--- src/rtl/fpa_pkg.sv ---
package fpa_pkg;

  typedef enum logic [2:0] {
    OC_NOMATCH = 3'd0,
    OC_UNDEF   = 3'd1,
    OC_TRAP2   = 3'd2,
    OC_TRAP3   = 3'd3,
    OC_NVMEM   = 3'd4,
    OC_LOCAL   = 3'd5,
    OC_EL2REG  = 3'd6
  } fpa_outcome_t;

  typedef struct packed {
    logic       el2_en;
    logic       el2_host;
    logic       el3_gate;
    logic       el3_fgt_en;
    logic       fgt_rd_ok;
    logic       fgt_wr_ok;
    logic       undef_prio;
    logic       undef_sel;
    logic [2:0] nv;
  } fpa_ctl_t;

  localparam logic [5:0]  TRAP_CLASS = 6'h18;
  localparam logic [11:0] NV_SLOT    = 12'h2D0;

endpackage

--- src/rtl/fpa_decode.sv ---
module fpa_decode #(
  parameter int ALIAS_PRESENT = 1
) (
  input  logic [1:0] op0,
  input  logic [2:0] op1,
  input  logic [3:0] crn,
  input  logic [3:0] crm,
  input  logic [2:0] op2,
  output logic       hit_main,
  output logic       hit_alias
);
  logic common_ok;

  always_comb begin
    common_ok = (op0 == 2'b11) && (crn == 4'b0110) && (crm == 4'b0000) && (op2 == 3'b101);
    hit_main  = common_ok && (op1 == 3'b000);
  end

  generate
    if (ALIAS_PRESENT != 0) begin : g_alias
      always_comb hit_alias = common_ok && (op1 == 3'b101);
    end else begin : g_no_alias
      always_comb hit_alias = 1'b0;
    end
  endgenerate
endmodule

--- src/rtl/fpa_resolve.sv ---
module fpa_resolve
  import fpa_pkg::*;
#(
  parameter int FEAT_PRESENT = 1,
  parameter int EL3_PRESENT  = 1,
  parameter int FGT2_PRESENT = 1
) (
  input  logic         hit_main,
  input  logic         hit_alias,
  input  logic         is_write,
  input  logic [1:0]   el,
  input  fpa_ctl_t     ctl,
  output fpa_outcome_t outcome
);
  localparam logic HAS_FEAT = (FEAT_PRESENT != 0);
  localparam logic HAS_EL3  = (EL3_PRESENT != 0);
  localparam logic HAS_FGT2 = (FGT2_PRESENT != 0);

  logic         gate_undef_first;
  logic         gate_closed;
  fpa_outcome_t gate_result;
  logic         fgt_allow;
  logic         fgt_trap;

  always_comb begin
    gate_undef_first = HAS_EL3 && ctl.undef_prio && !ctl.el3_gate;
    gate_closed      = HAS_EL3 && !ctl.el3_gate;
    gate_result      = ctl.undef_sel ? OC_UNDEF : OC_TRAP3;
    fgt_allow        = is_write ? ctl.fgt_wr_ok : ctl.fgt_rd_ok;
    fgt_trap         = ctl.el2_en && HAS_FGT2 && ((HAS_EL3 && !ctl.el3_fgt_en) || !fgt_allow);
  end

  always_comb begin
    outcome = OC_NOMATCH;
    if (!hit_main && !hit_alias) begin
      outcome = OC_NOMATCH;
    end else if (!HAS_FEAT || el == 2'd0) begin
      outcome = OC_UNDEF;
    end else if (hit_main) begin
      case (el)
        2'd1: begin
          if (gate_undef_first)     outcome = OC_UNDEF;
          else if (fgt_trap)        outcome = OC_TRAP2;
          else if (gate_closed)     outcome = gate_result;
          else if (ctl.nv == 3'b111) outcome = OC_NVMEM;
          else                      outcome = OC_LOCAL;
        end
        2'd2: begin
          if (gate_undef_first)     outcome = OC_UNDEF;
          else if (gate_closed)     outcome = gate_result;
          else if (ctl.el2_host)    outcome = OC_EL2REG;
          else                      outcome = OC_LOCAL;
        end
        default: outcome = OC_LOCAL;
      endcase
    end else begin
      case (el)
        2'd1: begin
          if (ctl.nv == 3'b101)     outcome = OC_NVMEM;
          else if (ctl.nv[0])       outcome = OC_TRAP2;
          else                      outcome = OC_UNDEF;
        end
        2'd2: begin
          if (!ctl.el2_host)        outcome = OC_UNDEF;
          else if (gate_undef_first) outcome = OC_UNDEF;
          else if (gate_closed)     outcome = gate_result;
          else                      outcome = OC_LOCAL;
        end
        default: outcome = ctl.el2_host ? OC_LOCAL : OC_UNDEF;
      endcase
    end
  end
endmodule

--- src/rtl/fpa_store.sv ---
module fpa_store #(
  parameter int PA_BITS      = 52,
  parameter int REALM_PRESENT = 1
) (
  input  logic        clk,
  input  logic        rst_n,
  input  logic        cap_en,
  input  logic [55:0] cap_pa,
  input  logic [1:0]  cap_space,
  input  logic        wr_en,
  input  logic [63:0] wr_data,
  output logic [63:0] value,
  output logic        valid
);
  localparam logic [63:0] PA_KEEP    = (64'd1 << PA_BITS) - 64'd1;
  localparam logic [63:0] NSE_KEEP   = (REALM_PRESENT != 0) ? (64'd1 << 62) : 64'd0;
  localparam logic [63:0] KEEP_MASK  = PA_KEEP | NSE_KEEP | (64'd1 << 63);

  logic [63:0] value_q, value_d;
  logic        valid_q, valid_d;
  logic        load_en;

  always_comb begin
    load_en = cap_en || wr_en;
    valid_d = valid_q;
    value_d = value_q;
    if (cap_en) begin
      value_d = {cap_space[0], cap_space[1], 6'b0, cap_pa} & KEEP_MASK;
      valid_d = 1'b1;
    end else if (wr_en) begin
      value_d = wr_data & KEEP_MASK;
    end
  end

  always_ff @(posedge clk or negedge rst_n) begin
    if (!rst_n) begin
      value_q <= '0;
      valid_q <= 1'b0;
    end else if (load_en) begin
      value_q <= value_d;
      valid_q <= valid_d;
    end
  end

  assign value = value_q;
  assign valid = valid_q;

  assert_capture_sets_valid_R11: assert property (@(posedge clk) disable iff (!rst_n)
    cap_en |=> valid_q);

  assert_capture_loads_pa_R11: assert property (@(posedge clk) disable iff (!rst_n)
    cap_en |=> (value_q[47:0] == $past(cap_pa[47:0])) && (value_q[63] == $past(cap_space[0])));

  assert_idle_holds_R13: assert property (@(posedge clk) disable iff (!rst_n)
    (!cap_en && !wr_en) |=> ($stable(value_q) && $stable(valid_q)));

  assert_write_keeps_valid_R13: assert property (@(posedge clk) disable iff (!rst_n)
    (wr_en && !cap_en) |=> $stable(valid_q));
endmodule

--- src/rtl/fault_pa_access.sv ---
module fault_pa_access
  import fpa_pkg::*;
#(
  parameter int FEAT_PRESENT  = 1,
  parameter int ALIAS_PRESENT = 1,
  parameter int EL3_PRESENT   = 1,
  parameter int FGT2_PRESENT  = 1,
  parameter int REALM_PRESENT = 1,
  parameter int PA_BITS       = 52
) (
  input  logic        clk,
  input  logic        rst_n,
  input  logic        req_valid,
  input  logic [1:0]  req_op0,
  input  logic [2:0]  req_op1,
  input  logic [3:0]  req_crn,
  input  logic [3:0]  req_crm,
  input  logic [2:0]  req_op2,
  input  logic        req_write,
  input  logic [63:0] req_wdata,
  input  logic [1:0]  req_el,
  input  logic        ctl_el2_en,
  input  logic        ctl_el2_host,
  input  logic        ctl_el3_gate,
  input  logic        ctl_el3_fgt_en,
  input  logic        ctl_fgt_rd_ok,
  input  logic        ctl_fgt_wr_ok,
  input  logic        ctl_undef_prio,
  input  logic        ctl_undef_sel,
  input  logic [2:0]  ctl_nv,
  input  logic        flt_strobe,
  input  logic [55:0] flt_pa,
  input  logic [1:0]  flt_space,
  output logic        rsp_valid,
  output logic [2:0]  rsp_outcome,
  output logic [5:0]  rsp_syndrome,
  output logic [11:0] rsp_nv_offset,
  output logic [63:0] rsp_rdata,
  output logic [63:0] reg_value,
  output logic        reg_valid
);
  fpa_ctl_t     ctl;
  logic         hit_main, hit_alias;
  fpa_outcome_t outcome;
  logic         wr_commit;

  logic         rsp_valid_q, rsp_valid_d;
  fpa_outcome_t rsp_oc_q, rsp_oc_d;
  logic [5:0]   rsp_syn_q, rsp_syn_d;
  logic [11:0]  rsp_off_q, rsp_off_d;
  logic [63:0]  rsp_rd_q, rsp_rd_d;

  always_comb begin
    ctl.el2_en     = ctl_el2_en;
    ctl.el2_host   = ctl_el2_host;
    ctl.el3_gate   = ctl_el3_gate;
    ctl.el3_fgt_en = ctl_el3_fgt_en;
    ctl.fgt_rd_ok  = ctl_fgt_rd_ok;
    ctl.fgt_wr_ok  = ctl_fgt_wr_ok;
    ctl.undef_prio = ctl_undef_prio;
    ctl.undef_sel  = ctl_undef_sel;
    ctl.nv         = ctl_nv;
  end

  fpa_decode #(.ALIAS_PRESENT(ALIAS_PRESENT)) u_decode (
    .op0(req_op0), .op1(req_op1), .crn(req_crn), .crm(req_crm), .op2(req_op2),
    .hit_main(hit_main), .hit_alias(hit_alias)
  );

  fpa_resolve #(
    .FEAT_PRESENT(FEAT_PRESENT), .EL3_PRESENT(EL3_PRESENT), .FGT2_PRESENT(FGT2_PRESENT)
  ) u_resolve (
    .hit_main(hit_main), .hit_alias(hit_alias), .is_write(req_write),
    .el(req_el), .ctl(ctl), .outcome(outcome)
  );

  always_comb begin
    wr_commit   = req_valid && req_write && (outcome == OC_LOCAL);
    rsp_valid_d = req_valid;
    rsp_oc_d    = rsp_oc_q;
    rsp_syn_d   = rsp_syn_q;
    rsp_off_d   = rsp_off_q;
    rsp_rd_d    = rsp_rd_q;
    if (req_valid) begin
      rsp_oc_d  = outcome;
      rsp_syn_d = (outcome == OC_TRAP2 || outcome == OC_TRAP3) ? TRAP_CLASS : 6'd0;
      rsp_off_d = (outcome == OC_NVMEM) ? NV_SLOT : 12'd0;
      rsp_rd_d  = (!req_write && outcome == OC_LOCAL) ? reg_value : 64'd0;
    end
  end

  always_ff @(posedge clk or negedge rst_n) begin
    if (!rst_n) begin
      rsp_valid_q <= 1'b0;
      rsp_oc_q    <= OC_NOMATCH;
      rsp_syn_q   <= '0;
      rsp_off_q   <= '0;
      rsp_rd_q    <= '0;
    end else begin
      rsp_valid_q <= rsp_valid_d;
      if (req_valid) begin
        rsp_oc_q  <= rsp_oc_d;
        rsp_syn_q <= rsp_syn_d;
        rsp_off_q <= rsp_off_d;
        rsp_rd_q  <= rsp_rd_d;
      end
    end
  end

  fpa_store #(.PA_BITS(PA_BITS), .REALM_PRESENT(REALM_PRESENT)) u_store (
    .clk(clk), .rst_n(rst_n),
    .cap_en(flt_strobe), .cap_pa(flt_pa), .cap_space(flt_space),
    .wr_en(wr_commit), .wr_data(req_wdata),
    .value(reg_value), .valid(reg_valid)
  );

  assign rsp_valid     = rsp_valid_q;
  assign rsp_outcome   = rsp_oc_q;
  assign rsp_syndrome  = rsp_syn_q;
  assign rsp_nv_offset = rsp_off_q;
  assign rsp_rdata     = rsp_rd_q;

  assert_req_gives_rsp_R1: assert property (@(posedge clk) disable iff (!rst_n)
    req_valid |=> rsp_valid);

  assert_no_req_no_rsp_R1: assert property (@(posedge clk) disable iff (!rst_n)
    !req_valid |=> !rsp_valid);

  assert_el0_undef_R3: assert property (@(posedge clk) disable iff (!rst_n)
    (req_valid && req_el == 2'd0 && req_op0 == 2'b11 && req_crn == 4'b0110 &&
     req_crm == 4'b0000 && req_op2 == 3'b101 && req_op1 == 3'b000)
    |=> (rsp_outcome == OC_UNDEF));

  assert_trap_class_R6: assert property (@(posedge clk) disable iff (!rst_n)
    (rsp_valid && (rsp_outcome == OC_TRAP2 || rsp_outcome == OC_TRAP3)) |-> (rsp_syndrome == 6'h18));

  assert_nomatch_no_write_R2: assert property (@(posedge clk) disable iff (!rst_n)
    (req_valid && req_op2 != 3'b101 && !flt_strobe) |=> $stable(reg_value));
endmodule

--- config.mk ---
export PLATFORM = sky130hd
export DESIGN_NAME = fault_pa_access
export DESIGN_NICKNAME = d
export VERILOG_FILES = /design/src/rtl/fpa_pkg.sv /design/src/rtl/fpa_decode.sv /design/src/rtl/fpa_resolve.sv /design/src/rtl/fpa_store.sv /design/src/rtl/fault_pa_access.sv
export SDC_FILE = /design/constraint.sdc
export NUM_CORES = 1
export LEC_CHECK = 0
export BUFFER_PORTS_ARGS = -buffer_cell sky130_fd_sc_hd__buf_4
export CAP_MARGIN = 15
export CORE_AREA = 2 2 121 123
export DETAILED_ROUTE_END_ITERATION = 7
export DIE_AREA = 0 0 123 125
export GPL_TIMING_DRIVEN = 0
export PLACE_DENSITY_LB_ADDON = 0.05
export SYNTH_ARGS = -nofsm -noshare
export SYNTH_HDL_FRONTEND = slang
export SYNTH_SLANG_ARGS = --single-unit
--- constraint.sdc ---
create_clock -name clk -period 1.7 [get_ports clk]
set_clock_uncertainty 0.2 [all_clocks]
set_input_delay 0 -clock clk [delete_from_list [all_inputs] [get_ports clk]]
set_output_delay 0 -clock clk [all_outputs]
set_load 0.005 [all_outputs]
## After elaboration in Yosys (flattened, before gate mapping)

Index checks and enable logic that the tools add are counted.

- Equal/unequal tests: 12
- Multiplexer cells: 25
- Reductions and logical operators: 26

Operators by type and width:

| cell | number |
|---|---|
| 64-bit 2-to-1 mux | 3 |
| 3-bit 2-to-1 mux | 13 |
| 3-bit == test, second input constant | 6 |
| 3-bit case mux with 2 select lines | 2 |
| 1-bit logical AND | 11 |
| 10-bit 2-to-1 mux | 1 |
| 3-bit by 2-bit == test with 1-bit output, second input constant | 2 |
| 1-bit zero test | 6 |
| 2-bit 2-to-1 mux | 3 |
| 5-bit 2-to-1 mux | 1 |
| 2-bit == test, second input constant | 2 |
| 4-bit by 3-bit == test with 1-bit output, second input constant | 1 |
| 4-bit zero test | 1 |
| 2-bit AND reduction | 2 |
| 3-bit zero test | 1 |
| 1-bit logical OR | 3 |
| 2-bit by 1-bit == test with 1-bit output, second input constant | 1 |
| 2-bit zero test | 1 |
| 1-bit 2-to-1 mux | 2 |
| 2-bit nonzero test | 1 |

- Register bits after elaboration: 151
- Bits of input ports: 156
- Word-level logic and storage cells: 70

## Logic depth before layout (Yosys ltp)

Gate-level depths: netlist (run 1).

- Depth after elaboration: 14
- Depth in mapped cells: 10
- Mapped depth without buffers: 8

## Cells and area by module

From an unflattened synthesis (run 1), not the netlist that was laid out.

- Cell total of the unflattened synthesis: 609
- Area, all modules: 6511.2 µm²

By module, submodules not included:

| module | times used | cells each | area an instance (µm²) |
|---|---|---|---|
| fault_pa_access | 1 | 313 | 3512.1 |
| fpa_store | 1 | 247 | 2631.3 |
| fpa_resolve | 1 | 42 | 294.0 |
| fpa_decode | 1 | 7 | 73.8 |

## Worst setup path after synthesis (run 1)

No wires, ideal clock.

- Kind: input to register
- Start: in req_crm[1]
- End: reg u_store.value_q[10], in the netlist u_store.value[10]
- Data arrival time: 2128 ps
- Data required time: 1413 ps
- Slack: -715 ps
- Cell stages on the path: 8
- Cell sequence: or4b_4 nor4_4 and2_2 a31oi_2 or4_1 buf_4 buf_6 o211ai_1

- Cells in the longest elaborated chain, start to end: 11
- Elaborated cells between the ends (all ways): 16
- Classes of those cells: eq/ne (1); mux (3); reduce/logical (12)

RTL lines:

| what | line | RTL |
|---|---|---|
| start, declared | fault_pa_access.sv:17 | `input logic [3:0] req_crm,` |
| 4-bit zero test * | fpa_decode.sv:15 | `common_ok = (op0 == 2'b11) && (crn == 4'b0110) && (crm == 4'b0000) && (op2 == 3'b101);` |
| 1-bit logical AND * (2 in series) | fpa_decode.sv:15 |  |
| 1-bit logical AND, on equally long branches | fpa_decode.sv:16, fpa_decode.sv:21 |  |
| 3-bit 2-to-1 mux / 1-bit zero test (equally long branches) | fpa_resolve.sv:39, fpa_resolve.sv:35 |  |
| 3-bit 2-to-1 mux / 1-bit logical AND (equally long branches) | fpa_resolve.sv:37, fpa_resolve.sv:35 |  |
| 3-bit 2-to-1 mux * | fpa_resolve.sv:35 | `if (!hit_main && !hit_alias) begin` |
| 3-bit == test * | fault_pa_access.sv:78 | `wr_commit = req_valid && req_write && (outcome == OC_LOCAL);` |
| 1-bit logical AND * | fault_pa_access.sv:78 |  |
| 2-bit nonzero test (no source line) / 1-bit logical OR (equally long branches) | -- |  |
| 2-bit AND reduction (no source line) * | -- |  |
| end signal, assigned | fpa_store.sv:40 | `value_q <= value_d;` |
| end, declared | fpa_store.sv:19 | `logic [63:0] value_q, value_d;` |

Every way passes the cells marked *; elsewhere a longest branch is shown, timed or not.
A chain may end at the register's enable or synchronous reset.

## Worst setup path in the final report (run 1)

- Start: in req_crm[1]
- End: reg u_store.value_q[51], in the netlist u_store.value[51]

Same word-level chain as after synthesis.

==> flow_summary.toml, run 1 <==
[status]
status = "finished, violations left"
violations = "negative setup slack"

[cts]
htree_levels = 4
clock_sinks = 115
clkSlewWorstSetupHoldPaths_ns = 0.05
clockBufferDepth = 2
tritoncts = "done"
numCtsBuffers = 17
root_buffer = "clkbuf_16"
clock_latency_ns = 0.42

[finish]
fin_area_mm2 = 0.0111
regArea_mm2 = 0.00288
drive_gt1_frac = 0.405
fin_cells = 1246
nNetsFinal = 1208
n_antenna_cell = 0
n_fill_cell = 932
multi_input_area_mm2 = 0.00308
final_cell_mix = "buf_4 (301), dfrtp_1 (115), dlygate4sd3_1 (112)"
final_common_cell = "buf_4"
synthToLayoutAreaGrowth_pct = 81.2

[floorplan]
die_x_um = 123
dieArea_mm2 = 0.0154
num_rows = 44
ios = 307
start_util = 0.430
core_mm2 = 0.0142
die-height_um = 125

[synthesis]
syn_avg_cell_area_um2 = 10.2
synthArstFlopShare = 1.00
synth_edf_count = 0
netlist_instances = 599
synth_area_mm2 = 0.00611
ys_ff_latch = 115
ys_types = 43
synth_warnings = 0
synth_ff_type = "dfrtp_1"
ys_seq_area_frac = 0.471

[critical_path]
critPathLaunchType = "primary input"
reg2reg_from = "u_store.value[23]$_DFFE_PN0P_"
startpoint = "req_crm[1]"
worst_setup_path_end_kind = "register"
cp_max_fo = 10
required_ns = 1.78
crit_arrival_ns = 2.26
criticalPathCategory = "in -> reg"
reg2reg_depth = 3

[timing]
period_share = 1.28
worst_hold_slack_ns = 0.0346
grt_setup_unrepaired = "yes"
finalSetupViolCount = 112
max_freq_ghz = 0.459
max_slew_margin = 0.551
setup_ws_ns = -0.481
hold_viol_final = 0
fin_crit_ns = 2.18
worst_pin_slew_ns = 0.673
slew_viol_final = 0

[drt]
first_iter_violations = 491
firstDrtPassIters = 5
postRouteAntennaNets = 0
vias = 6725
wl_per_cell_um = 18.5
drc = 0
avgViaCountPerCell = 5.40
routed_wl_um = 23000

[placed_design]
routabilityCongestion = 0.830
dp_cells = 1074
dpl_cell_area_mm2 = 0.00850
dp_hpwl_um = 14600
place.port_buffers = 259
pre_cts_ws_ns = -1.10

[global_route]
grt_max_degree = 64
grt_usage = 0.286
grt_pass1_wl_um = 34400
grt_overflow = 0
grt_pass1_vias = 6738
antenna_found_initial = 0

[flow_run]
max_cap_violations = 0

[min_path]
holdPathStages = 2
worstHoldStart = "req_valid"
hp-class = "in -> reg"

[power_and_ir_drop]
p_total_uw = 7970
ir_drop_mv = 0.663
power.leakage_uw = 0.00518
p_per_area_mw_per_mm2 = 720
==> sequential cells by signal, summed over array words and instances, names as in the netlist <==
| register | flops |
|---|---|
| rsp_nv_offset | 1 |
| rsp_outcome | 3 |
| rsp_rdata | 54 |
| rsp_syndrome | 1 |
| rsp_valid | 1 |
| u_store.valid | 1 |
| u_store.value | 54 |
==> synthesized netlist by cell type (all sizes together) (3+ instances only) <==
cell,instances,area (um2)
a21oi,3,15.0
a22o,55,482
buf,48,364
clkbuf,47,176
dfrtp,115,2880
ha,3,37.5
inv,10,37.5
nand2,60,225
nand2b,55,344
nor2,3,11.3
nor2b,56,350
o211ai,56,420
o21ai,4,20.0
o41ai,54,473
==> critical path: stages <==
cell      delay (ns)
buf_6           0.09
or4b_4          0.53
nor4_4          0.24
and2_4          0.24
a31oi_4         0.12
buf_2           0.23
clkbuf_4        0.23
o41ai_1         0.45
o211ai_1        0.14
==> cells by family after synthesis <==
logic type / after synthesis / synth area share
buffers and inverters: 105 / 0.0946
XOR/XNOR: 1 / 0.00143
adder cells (fa/ha/maj): 3 / 0.00615
other: 1 / 0.000614
flip-flops: 115 / 0.471
multiplexers: 2 / 0.00348
AO/OA/AOI/OAI: 184 / 0.247
AND/OR/NAND/NOR: 188 / 0.175
==> area by class of cell <==
class                      instances  share of cell area
tap                              184              0.0208
clock inverter                    11              0.0120
inverter                          10             0.00339
clock buffer                      21              0.0425
sequential                       115               0.260
buffer                            95              0.0647
timing repair buffer             400               0.318
multi-input combinational        410               0.279
==> layer usage <==
layer | global-route usage | vias up | routed length [um]
met5 | 0 | - | 0
met1 | 0.351 | 3271 | 8890
met4 | 0.118 | 0 | 729
met2 | 0.482 | 359 | 11600
met3 | 0.0661 | 58 | 1820
li1 | - | 3037 | -
==> what timing repair did <==
action	CTS	global route
pin swaps	6	7
gates cloned	6	3
hold buffers	112	0
setup buffers	14	5
gates resized for setup	76	20
endpoints found under the setup margin	112	154
endpoints found under the hold margin	173	0
==> metrics by stage <==
step / util / TNS [ns]
3_3_place_gp: 0.596 / -105.53
2_1_floorplan: - / -57.40
5_1_grt: 0.779 / -55.18
4_1_cts: 0.764 / -40.75
3_5_place_dp: 0.599 / -109.81
6_report: 0.779 / -46.62
==> path summary, 6_finish.rpt <==
path                            slack (ns)                             to
max in group asynchronous             0.18  u_store.value[12]$_DFFE_PN0P_
worst max register to register        0.55  u_store.value[23]$_DFFE_PN0P_
min in group asynchronous             0.43      rsp_rdata[17]$_DFFE_PN0P_
worst min register to register        0.28      u_store.valid$_DFFE_PN0P_
worst min-delay path                  0.03            rsp_valid$_DFF_PN0_
worst max-delay path                 -0.48  u_store.value[51]$_DFFE_PN0P_
==> power by group <==
group | switching [uW] | internal (uW)
registers | 111 | 2860
logic | 558 | 800
clock network | 1250 | 2400
Power figures use the tool's default switching activity.
==> run 2, diff against run 1 <==
--- a/config.mk
+++ b/config.mk
@@ -5,13 +5,15 @@
 export SDC_FILE = /design/constraint.sdc
 export NUM_CORES = 1
 export LEC_CHECK = 0
+export ABC_AREA = 1
 export BUFFER_PORTS_ARGS = -buffer_cell sky130_fd_sc_hd__buf_4
 export CAP_MARGIN = 15
-export CORE_AREA = 2 2 121 123
+export CORE_AREA = 2 2 119 121
 export DETAILED_ROUTE_END_ITERATION = 7
-export DIE_AREA = 0 0 123 125
+export DIE_AREA = 0 0 121 123
 export GPL_TIMING_DRIVEN = 0
 export PLACE_DENSITY_LB_ADDON = 0.05
+export SLEW_MARGIN = 10
 export SYNTH_ARGS = -nofsm -noshare
 export SYNTH_HDL_FRONTEND = slang
 export SYNTH_SLANG_ARGS = --single-unit
==> run 2 against run 1 <==
Compared with the run above:
- the run ends with negative hold slack left
- non-clock buffer count down 26
- sequential cell count unchanged
- final cell count up 24%
- sequential power rose by 1%
- combinational power increased by 9.6%
- synthesized area increased by 5.6%
- first-iteration DRC count up 9.2%
- clock power is 4% higher
- register-to-register slack improved by 0.16 ns
- utilization fell by 0.10 points
- maximum frequency rose by 34%
- die area down 3.2%
- critical path type unchanged
- largest cell class unchanged
==> flow_summary.toml, run 2 <==
[global_route]
antenna_found_initial = 0
grt_usage = 0.292
grt_pass1_vias = 7072
grt_pass1_wl_um = 34200
grt_max_degree = 83
grt_overflow = 0

[finish]
nNetsFinal = 1506
final_cell_mix = "nand2_1 (470), buf_4 (299), dfrtp_1 (115)"
drive_gt1_frac = 0.273
synthToLayoutAreaGrowth_pct = 64.2
final_common_cell = "nand2_1"

[drt]
vias = 7508
wl_per_cell_um = 14.4
routed_wl_um = 22100
firstDrtPassIters = 5
drc = 0
avgViaCountPerCell = 4.88
first_iter_violations = 536
postRouteAntennaNets = 0

[cts]
clockBufferDepth = 2
htree_levels = 4
root_buffer = "clkbuf_16"
clock_sinks = 115
clkSlewWorstSetupHoldPaths_ns = 0.05
numCtsBuffers = 17
clock_latency_ns = 0.40
tritoncts = "done"

[power_and_ir_drop]
power.leakage_uw = 0.00637
p_total_uw = 8290
ir_drop_mv = 0.703
p_per_area_mw_per_mm2 = 782

[flow_run]
max_cap_violations = 0

[timing]
slew_viol_final = 0
fin_crit_ns = 1.63
hold_viol_final = 1
grt_setup_unrepaired = "yes"
max_slew_margin = 0.595
worst_pin_slew_ns = 0.607
finalSetupViolCount = 0
worst_hold_slack_ns = -0.0164
max_freq_ghz = 0.614
setup_ws_ns = 0.0704
period_share = 0.959

[synthesis]
yosys.cell_count.top_type = "nand2_1"
synth_area_leader_cell = "dfrtp_1"
synth_area_mm2 = 0.00645
synthTopCellsByArea = "dfrtp_1 (45%), nand2_1 (27%), nand4_1 (5.5%)"
synth_xor_area_frac = 0
ys_seq_area_frac = 0.446
synth_top_family_by_area = "simple AND/OR/NAND/NOR gates"
synthArstFlopShare = 1.00
synth_compound_area_frac = 0.00698
synthMuxAreaShare = 0
synth_common_cells = "nand2_1 (470), dfrtp_1 (115), inv_1 (76)"
synth-simple-area-share = 0.405
synth_top_area_frac = 0.446
netlist_instances = 919
synth_warnings = 0
syn_avg_cell_area_um2 = 7.02
ys_types = 27
ys_ff_latch = 115
synthAdderAreaFrac = 0.00582
synth_ff_type = "dfrtp_1"
synth_edf_count = 0

[critical_path]
critPathBufInv = 3
worst_setup_path_end_kind = "register"
worst_path_max_delay_cell = "ha_1"
crit_arrival_ns = 1.77
crit_chain = "buf_4, inv_1, ha_1, or2_2, nand2_1, nand2_1, nand2_1, nor2_4, nand4_4, buf_2, nand3_1, nand2_1"
slowest_delay_ns = 0.35
cp_common_cell = "nand2_1"
cp_max_fo = 10
critPathLaunchType = "primary input"
criticalPathCategory = "in -> reg"
required_ns = 1.84
cp_top_family = "simple AND/OR/NAND/NOR gates"

[min_path]
hp-class = "in -> reg"

[floorplan]
start_util = 0.474
die_x_um = 121
dieArea_mm2 = 0.0149
ios = 307
core_mm2 = 0.0136
num_rows = 43
die-height_um = 123

[status]
violations = "negative hold slack"
status = "finished, violations left"

[placed_design]
routabilityCongestion = 0.877
place.port_buffers = 260
dp_hpwl_um = 14400
pre_cts_ws_ns = -0.398
## run 2: worst min-delay path, delay by kind of cell
kind | cells | cell delay, ns
buffers and inverters | 1 | 0.11
AND/OR/NAND/NOR | 4 | 0.33
AO/OA/AOI/OAI | 1 | 0.09
## run 2: final timing paths
| check | slack (ns) | endpoint | start | cells past startpoint |
|---|---|---|---|---|
| setup / recovery | 0.07 | u_store.value[48]$_DFFE_PN0P_ | req_el[0] | 12 |
| hold / removal | -0.02 | rsp_syndrome[3]$_DFFE_PN0P_ | ctl_el3_gate | 6 |
| setup reg to reg | 0.71 | rsp_rdata[25]$_DFFE_PN0P_ | u_store.value[25]$_DFFE_PN0P_ | 4 |
| hold reg to reg | 0.28 | rsp_rdata[29]$_DFFE_PN0P_ | rsp_rdata[29]$_DFFE_PN0P_ | 2 |
| max in group asynchronous | 0.14 | u_store.value[32]$_DFFE_PN0P_ | rst_n | 4 |
| min in group asynchronous | 0.45 | u_store.value[4]$_DFFE_PN0P_ | rst_n | 3 |
## run 2: layer usage
| metal | wire [um] | part of all wire | global-route usage |
|---|---|---|---|
| met5 | 0 | 0 | 0 |
| met4 | 754 | 0.034 | 0.132 |
| met3 | 1660 | 0.075 | 0.0729 |
| met2 | 10800 | 0.49 | 0.499 |
| met1 | 8890 | 0.40 | 0.350 |
## run 2: layout make-up
class | count | area [um2]
multi-input combinational | 664 | 2830
tap | 180 | 225
inverter | 80 | 300
fill | 976 | 3020
buffer | 91 | 578
clock inverter | 10 | 155
antenna | 1 | 2.50
sequential | 115 | 2880
clock buffer | 21 | 470
timing repair buffer | 378 | 3160
## run 2: logic make-up (layout without fill, tap and decap cells)
family / Yosys count / count (layout)
simple gates: 621 / 621
buf+inv: 171 / 580
flops: 115 / 115
compound gates: 8 / 8
fa+ha+maj: 3 / 3
other cells: 1 / 33
## run 2: power by group
part	switching [uW]	total, uW	leakage [uW]	internal [uW]
sequential	130	3010	0.00151	2880
combinational	679	1490	0.00455	811
clock	1240	3790	0.000305	2550
total	2050	8290	0.00637	6240
## run 2: metrics by stage
stage                     hold WS, ns   util  setup TNS (ns)  std cells  cell area (um2)
after floorplan                -0.496      -               0        950             6570
after global placement        -0.0139  0.642          -34.78       1390             8740
after detailed placement       -0.291  0.645          -38.08       1391             8770
after CTS                     -0.0351  0.774               0       1535            10500
after global routing           0.0293  0.778          -0.189       1539            10600
final                         -0.0164  0.778               0       1540            10600
## run 2: timing repair
item,CTS,global route
endpoints found under the hold margin,210,0
gates resized for setup,0,7
hold buffers,113,0
setup buffers,0,4
endpoints found under the setup margin,0,103
==> run 3, diff against run 2 <==
--- a/config.mk
+++ b/config.mk
@@ -13,6 +13,7 @@
 export DIE_AREA = 0 0 121 123
 export GPL_TIMING_DRIVEN = 0
 export PLACE_DENSITY_LB_ADDON = 0.05
+export RECOVER_POWER = 25
 export SLEW_MARGIN = 10
 export SYNTH_ARGS = -nofsm -noshare
 export SYNTH_HDL_FRONTEND = slang
==> run 3 against run 2 <==
Compared with the run above:
- the run still ends with negative hold slack left
- design area decreased by 0.85%
- sequential share of layout area increased by 0.23 points
- routed wire length is 0.19% lower
- total power is 0.20% lower
- non-clock buffer count is the same
- sequential power about the same
- first-iteration DRC count is 2.6% lower
- clock power about the same
- critical endpoint unchanged
- via count fell by 0.15%
- utilization is 0.66 points lower
==> flow_summary.toml, run 3 (synthesized netlist as in run 2, its figures left out) <==
[timing]
period_share = 0.967
finalSetupViolCount = 0
max_slew_margin = 0.595
hold_viol_final = 1
setup_ws_ns = 0.0561
worst_hold_slack_ns = -0.0146
worst_pin_slew_ns = 0.608
slew_viol_final = 0
grt_setup_unrepaired = "yes"
setup_tns_ns = 0
fin_crit_ns = 1.64
max_freq_ghz = 0.608

[placed_design]
dpl_cell_area_mm2 = 0.00877
routabilityCongestion = 0.877
dp_hpwl_um = 14400
pre_cts_ws_ns = -0.398
place.port_buffers = 260

[global_route]
grt_pass1_vias = 7072
grt_usage = 0.292
grt_pass1_wl_um = 34200
antenna_found_initial = 0
grt_max_degree = 83
grt_overflow = 0

[power_and_ir_drop]
p_per_area_mw_per_mm2 = 788
power.leakage_uw = 0.00624
ir_drop_mv = 0.706

[status]
status = "finished, violations left"
violations = "negative hold slack"

[drt]
drc = 0
firstDrtPassIters = 6
avgViaCountPerCell = 4.87
first_iter_violations = 522
postRouteAntennaNets = 0
wl_per_cell_um = 14.3
routed_wl_um = 22100
vias = 7497

[cts]
htree_levels = 4
numCtsBuffers = 17
clkSlewWorstSetupHoldPaths_ns = 0.05
clock_latency_ns = 0.40
clock_sinks = 115
clockBufferDepth = 2
root_buffer = "clkbuf_16"
tritoncts = "done"

[critical_path]
cp_common_cell = "nand2_1"
crit_chain = "buf_4, inv_1, ha_1, or2_2, nand2_1, nand2_1, nand2_1, nor2_4, nand4_4, buf_2, nand3_1, nand2_1"
worst_setup_path_end_kind = "register"
crit_arrival_ns = 1.78
critPathLaunchType = "primary input"
required_ns = 1.84
criticalPathCategory = "in -> reg"
worst_path_max_delay_cell = "ha_1"
slowest_delay_ns = 0.35
cp_max_fo = 10

[floorplan]
die-height_um = 123
core_mm2 = 0.0136
start_util = 0.474
dieArea_mm2 = 0.0149
num_rows = 43
die_x_um = 121
ios = 307

[finish]
fin_area_mm2 = 0.0105
finish.utilization = 0.772
nNetsFinal = 1506
final_cell_mix = "nand2_1 (470), buf_4 (235), dfrtp_1 (115)"
synthToLayoutAreaGrowth_pct = 62.9
final_common_cell = "nand2_1"
drive_gt1_frac = 0.255

[flow_run]
max_cap_violations = 0

[min_path]
hp-class = "in -> reg"
-- run 3: worst max-delay path: cells and delay by family --
| kind | cells | cell delay, ns |
|---|---|---|
| buf+inv | 3 | 0.42 |
| simple gates | 8 | 1.01 |
| fa+ha+maj | 1 | 0.35 |
-- run 3: timing repair --
item,CTS,global route
endpoints found under the setup margin,0,103
resized for setup,0,7
buffers inserted,0,4
hold endpoints to repair,210,0
hold buffers,113,0
-- run 3: stage by stage --
| step | cells | hold slack, ns | power [uW] |
|---|---|---|---|
| 2_1_floorplan | 950 | -0.496 | 3570 |
| 3_3_place_gp | 1390 | -0.0139 | 4240 |
| 3_5_place_dp | 1391 | -0.291 | 4260 |
| 4_1_cts | 1535 | -0.0351 | 8260 |
| 5_1_grt | 1539 | 0.0293 | 8580 |
| 6_report | 1540 | -0.0146 | 8270 |
-- run 3: per-layer routing --
layer / GRT usage / wire length [um]
met1: 0.350 / 8780
met2: 0.499 / 10800
met3: 0.0729 / 1780
met5: 0 / 0
met4: 0.132 / 696
-- run 3: worst paths after layout --
| kind | start | endpoint | slack, ns | depth (start not counted) |
|---|---|---|---|---|
| hold / removal | ctl_el3_gate | rsp_syndrome[3]$_DFFE_PN0P_ | -0.01 | 6 |
| max in group asynchronous | rst_n | u_store.value[45]$_DFFE_PN0P_ | 0.12 | 4 |
| hold reg to reg | rsp_rdata[0]$_DFFE_PN0P_ | rsp_rdata[0]$_DFFE_PN0P_ | 0.28 | 2 |
| min in group asynchronous | rst_n | u_store.value[4]$_DFFE_PN0P_ | 0.45 | 3 |
| setup / recovery | req_el[0] | u_store.value[48]$_DFFE_PN0P_ | 0.06 | 12 |
| setup reg to reg | u_store.valid$_DFFE_PN0P_ | u_store.valid$_DFFE_PN0P_ | 0.72 | 1 |
-- run 3: cell type report --
type | count | area [um2]
fill | 996 | 3110
timing repair buffer | 378 | 3070
sequential | 115 | 2880
multi-input combinational | 664 | 2830
buffer | 91 | 578
clock buffer | 21 | 470
inverter | 80 | 300
tap | 180 | 225
clock inverter | 10 | 155
antenna | 1 | 2.50
-- run 3: report_power, final --
| group | switching [uW] | total (uW) | internal [uW] |
|---|---|---|---|
| clock | 1230 | 3780 | 2550 |
| sequential | 130 | 3010 | 2880 |
| combinational | 678 | 1480 | 801 |
| total | 2040 | 8270 | 6230 |
